`src/rtl/bfly2_serial.sv`:
```
module bfly2_serial #(
  parameter int DW  = 18,
  parameter int TW  = 18,
  parameter int LAT = 8
) (
  input  logic          clk,
  input  logic          rst_n,
  input  logic          in_valid,
  input  logic [DW-1:0] in_re,
  input  logic [DW-1:0] in_im,
  input  logic [TW-1:0] tw,
  input  logic          diff_first,
  output logic          out_valid,
  output logic [DW-1:0] out_re,
  output logic [DW-1:0] out_im
);
  localparam int FB  = TW - 2;
  localparam int PW  = DW + TW;
  localparam int CW  = PW + 1;
  localparam int SW  = DW + 2;
  localparam int PAD = LAT - 5;
  localparam int PL  = 4 * DW + 2;
  localparam logic signed [CW-1:0] HALF = CW'(1) <<< (FB - 1);

  logic                 ph, ord0, v1, ord1, v2, ord2, v3, ord3;
  logic signed [DW-1:0] b_re, b_im, a_re, a_im, op_re, op_im;
  logic signed [PW-1:0] m_re, m_im, p1_re, p1_im;
  logic signed [CW-1:0] full_re, full_im, sh_re, sh_im;
  logic signed [DW:0]   pr_re, pr_im;
  logic signed [SW-1:0] s_re, s_im, d_re, d_im;
  logic [DW-1:0]        sum_re, sum_im, dif_re, dif_im;
  logic [PL-1:0]        pipe [PAD+1];
  logic [2*DW-1:0]      second;
  logic                 pend;

  assign op_re   = ph ? b_re : $signed(in_re);
  assign op_im   = ph ? b_im : $signed(in_im);
  assign full_re = CW'(p1_re) - CW'(m_im);
  assign full_im = CW'(p1_im) + CW'(m_re);
  assign sh_re   = (full_re + HALF) >>> FB;
  assign sh_im   = (full_im + HALF) >>> FB;
  assign s_re    = SW'(a_re) + SW'(pr_re) + SW'(1);
  assign s_im    = SW'(a_im) + SW'(pr_im) + SW'(1);
  assign d_re    = SW'(a_re) - SW'(pr_re) + SW'(1);
  assign d_im    = SW'(a_im) - SW'(pr_im) + SW'(1);
  assign pipe[0] = {v3, ord3, sum_re, sum_im, dif_re, dif_im};

  always_ff @(posedge clk) begin
    m_re <= PW'(op_re) * PW'($signed(tw));
    m_im <= PW'(op_im) * PW'($signed(tw));
    if (in_valid && !ph) begin
      b_re <= $signed(in_re);
      b_im <= $signed(in_im);
    end
    if (in_valid && ph) begin
      a_re  <= $signed(in_re);
      a_im  <= $signed(in_im);
      p1_re <= m_re;
      p1_im <= m_im;
    end
    pr_re  <= sh_re[DW:0];
    pr_im  <= sh_im[DW:0];
    sum_re <= s_re[DW:1];
    sum_im <= s_im[DW:1];
    dif_re <= d_re[DW:1];
    dif_im <= d_im[DW:1];
  end

  always_ff @(posedge clk or negedge rst_n) begin
    if (!rst_n) begin
      ph <= 1'b0; ord0 <= 1'b0;
      v1 <= 1'b0; ord1 <= 1'b0;
      v2 <= 1'b0; ord2 <= 1'b0;
      v3 <= 1'b0; ord3 <= 1'b0;
    end else begin
      if (in_valid) ph <= ~ph;
      if (in_valid && !ph) ord0 <= diff_first;
      v1   <= in_valid && ph;
      ord1 <= ord0;
      v2   <= v1;
      ord2 <= ord1;
      v3   <= v2;
      ord3 <= ord2;
    end
  end

  always_ff @(posedge clk or negedge rst_n) begin
    if (!rst_n) begin
      for (int i = 1; i <= PAD; i++) pipe[i] <= '0;
    end else begin
      for (int i = 0; i < PAD; i++) pipe[i+1] <= pipe[i];
    end
  end

  logic            t_v, t_o;
  logic [2*DW-1:0] t_sum, t_dif;
  assign {t_v, t_o, t_sum, t_dif} = pipe[PAD];

  always_ff @(posedge clk or negedge rst_n) begin
    if (!rst_n) begin
      out_valid <= 1'b0;
      pend      <= 1'b0;
    end else begin
      out_valid <= t_v || pend;
      pend      <= t_v;
    end
  end

  always_ff @(posedge clk) begin
    if (t_v) begin
      {out_re, out_im} <= t_o ? t_dif : t_sum;
      second           <= t_o ? t_sum : t_dif;
    end else if (pend) begin
      {out_re, out_im} <= second;
    end
  end
endmodule

```
`config.mk`:
```
export PLATFORM = sky130hd
export DESIGN_NAME = bfly2_serial
export DESIGN_NICKNAME = d
export VERILOG_FILES = /design/src/rtl/bfly2_serial.sv
export SDC_FILE = /design/constraint.sdc
export NUM_CORES = 2
export LEC_CHECK = 0
export BUFFER_PORTS_ARGS = -buffer_cell sky130_fd_sc_hd__buf_2
export CORE_AREA = 2 2 295 370
export CTS_CLUSTER_SIZE = 10
export DETAILED_ROUTE_END_ITERATION = 16
export DIE_AREA = 0 0 297 372
export HOLD_SLACK_MARGIN = 0.05
export SLEW_MARGIN = 5
export SYNTH_ARGS = -nofsm -noshare
export SYNTH_HDL_FRONTEND = slang
export SYNTH_SLANG_ARGS = --single-unit
```
`constraint.sdc`:
```
create_clock -name clk -period 8.9 [get_ports clk]
set_input_delay 1.78 -clock clk [delete_from_list [all_inputs] [get_ports clk]]
set_output_delay 1.78 -clock clk [all_outputs]
set_load 0.02 [all_outputs]
```
==> impl_metrics.tcl <==
set metrics [dict create \
    status "complete, no violations" \
    tightestPinTransition_ps 1050 \
    yosys_warnings 0 \
    cts.clk_slew.worst_paths_ps 50 \
    finalWirelength_mm 107 \
    cts_max_path_buffers 3 \
    nets 5556 \
    path_buf_inv 5 \
    wl_per_cell_um 18.0 \
    crit_path_max_incr_delay_ps 1030 \
    cpLargestDelayFamily "adder cells" \
    syn_nets 5444 \
    rows 135 \
    grt_max_degree 161 \
    synth_cell_type_count 71 \
    cts_tree "built" \
    hold_violations 0 \
    fin_skew_ps 27.7 \
    tns_ps 0 \
    hold_path_end "pipe[154]" \
    cts.sinks 626 \
    worstPathArrival_ps 8290 \
    finalSetupViolations 0 \
    design.die.area_um2 110000 \
    period_share 0.876 \
    grt_use_met3 0.0205 \
    start_util 0.445 \
    slew_viol_final 0 \
    syn2layout_area_growth_pct 9.52 \
    cts-buffers-inserted 73 \
    synth_compound_area_frac 0.0503 \
    ctsHoldBuffers 0 \
    fill_cells 9840 \
    synth_top_family_by_area "adder cells" \
    first_pass_iters 5 \
    ys_seq_area_frac 0.332 \
    path_class "reg -> reg" \
    post_cts_resized 0 \
    htreeDepth 3 \
    fp.dieW_um 297 \
    crit_path_end_kind "flip-flop" \
    cts_setup_buffers 0 \
    fmax_ghz 0.128 \
    timing.slew.headroom 0.299 \
    synth_edf_count 214 \
    drive_above_1_share 0.0794 \
    synthCells 4322 \
    ant_nets 0 \
    viasPerCell 4.96 \
    rsz0062_at_grt "false" \
    io_pins 95 \
    portBuffers 94 \
    place_congestion 0.873 \
    worst_skew_pair.late_latency_ps 630 \
    crit-reg2reg-capture "m_re[34]" \
    chipHeight_um 372 \
    ys_seq_elements 626 \
    hold_path_depth 0 \
    crit_chain "buf_4, mux2_2, and2_1, fa_1, inv_1, fa_1, fa_1, fa_1, inv_1, fa_1, inv_1, fa_1, inv_1, ha_1, or3_1, nor3_1, o21ai_0, o211ai_2, nor3_1, o311ai_2, o211ai_1, a31o_2, a21oi_2, xnor2_1" \
    drv_cap 0 \
    r2r_slack_ps 1100 \
    post-route-min-period_ps 7800 \
    critical-path-slowest-cell "dfrtp_2" \
    synth_area_um2 47800 \
    grt_util_met2 0.380 \
    grt_pass1_vias 31700 \
    place_hpwl_mm 86.0 \
    vias 29400 \
    grt.overflow.total 0 \
    grt.busiest_layer "met2" \
    cp_max_fo 33 \
    ys_async_sr_fraction 0.371 \
    mostFrequentLayoutCell "inv_1" \
    synthAdderAreaFrac 0.381 \
    cts-root-buf "clkbuf_16" \
    regToRegStartpoint "ph" \
    crit_required_ps 9390 \
    r2r_cells 24 \
    grt_pass1_wl_mm 171 \
    synthMuxAreaShare 0.0251 \
    holdCritPathClass "reg -> reg" \
    synth-simple-area-share 0.103 \
    grtUsageTotal 0.200 \
    avgSynthCellArea_um2 11.1 \
    startpoint_type "flip-flop" \
    met1_usage 0.227 \
    grt_antenna_before_repair 6 \
    hold_start "dif_im[6]" \
    crit_top_cell "fa_1" \
    drt_iter0_drc 1273 \
    final_cell_mix "inv_1, fa_1, ha_1" \
    drcViolationCount 0 \
    core_area_um2 107000 \
    synth_xor_area_frac 0.0314 \
    synth-main-ff-cell "dfrtp_1" \
]
## through the flow
| step | util | cell area [µm²] | setup WS (ps) | hold WS, ps | cells |
|---|---|---|---|---|---|
| floorplan | - | 47800 | 1120 | 316 | 4322 |
| global placement | 0.467 | 50100 | 543 | 316 | 5797 |
| detailed placement | 0.467 | 50100 | 518 | 320 | 5797 |
| CTS | 0.487 | 52300 | 1110 | 312 | 5932 |
| global route | 0.487 | 52300 | 714 | 328 | 5932 |
| finish | 0.487 | 52300 | 1100 | 315 | 5933 |
## worst max-delay path by stage
stage | startpoint | end | slack (ps) | depth (start not counted)
floorplan | in_im[13] | m_im[34] | 1120 | 22
detailed placement | tw[2] | m_im[34] | 520 | 22
finish | ph | m_re[34] | 1100 | 24
CTS | ph | m_re[34] | 1110 | 24
global placement | tw[2] | m_im[34] | 540 | 22
global route | ph | m_re[33] | 710 | 24
## worst reg2reg max path, stage by stage (launching register included)
cell and delay (ps):
dfrtp_2 1030, buf_4 390, mux2_2 560, and2_1 290
fa_1 540, inv_1 50, fa_1 410, fa_1 490
fa_1 490, inv_1 50, fa_1 540, inv_1 50
fa_1 480, inv_1 40, ha_1 200, or3_1 390
nor3_1 130, o21ai_0 130, o211ai_2 180, nor3_1 180
o311ai_2 380, o211ai_1 180, a31o_2 270, a21oi_2 140
xnor2_1 80
## synthesized netlist by cell type, drive strengths merged (7+ instances only)
master  number  area share
a211oi      14      0.0023
a21boi       8      0.0013
a21o        35      0.0055
a21oi      137       0.014
a31oi        7     0.00092
and2       272       0.036
and3        17      0.0022
buf         10     0.00079
clkbuf     111      0.0087
dfrtp      232        0.12
dfxtp      180       0.075
edfxtp     214        0.13
fa         650        0.27
ha         414        0.11
inv        863       0.068
mux2        71       0.017
mux2i       40      0.0084
nand2      351       0.028
nand2b      28      0.0037
nand3       14      0.0015
nand3b       7      0.0011
nor2       168       0.013
nor2b       54      0.0071
nor3        39      0.0041
o21a        29      0.0046
o21ai       58      0.0063
o21bai      20      0.0031
o31ai        7      0.0011
or2         15      0.0020
or3         15      0.0020
xnor2      131       0.024
xor2        40      0.0073
## registers in the layout, summed over array words and instances (netlist names), 19 cells and up
register and cells:
m_im 35, m_re 35, p1_im 35, p1_re 35, pipe 222, pr_im 19
pr_re 19, second 36
## layer usage
layer / share of wire / vias up / routed length (µm)
met5: 0.00021 / - / 23
met4: 0.042 / 4 / 4500
met3: 0.032 / 219 / 3470
met2: 0.54 / 551 / 57700
met1: 0.39 / 15000 / 41400
li1: - / 13700 / -
## cell families (layout without fill, tap and decap cells)
logic type                 after synthesis  in the layout
AOI/OAI and AO/OA                      365            365
other                                    0              1
DFF                                    626            626
muxes                                  111            111
adders and majority gates             1064           1064
buffers and inverters                  984           1156
xor gates and xnor gates               171            171
and+or+nand+nor                       1001           1001
## final cells by class
| cell class | instances | area [µm²] | area share |
|---|---|---|---|
| clock buffers | 129 | 2090 | 0.0399 |
| flip-flops and latches | 626 | 15800 | 0.303 |
| inverters | 863 | 3240 | 0.0619 |
| multi-input cells | 2712 | 28200 | 0.540 |
| repair buffers | 158 | 998 | 0.0191 |
| diodes | 1 | 2.50 | 0.0000478 |
| well taps | 1438 | 1800 | 0.0344 |
| clock inverters | 6 | 82.6 | 0.00158 |
Power is not shown: default switching activity piles up to over one toggle a cycle in this logic, so the estimate is an artifact.
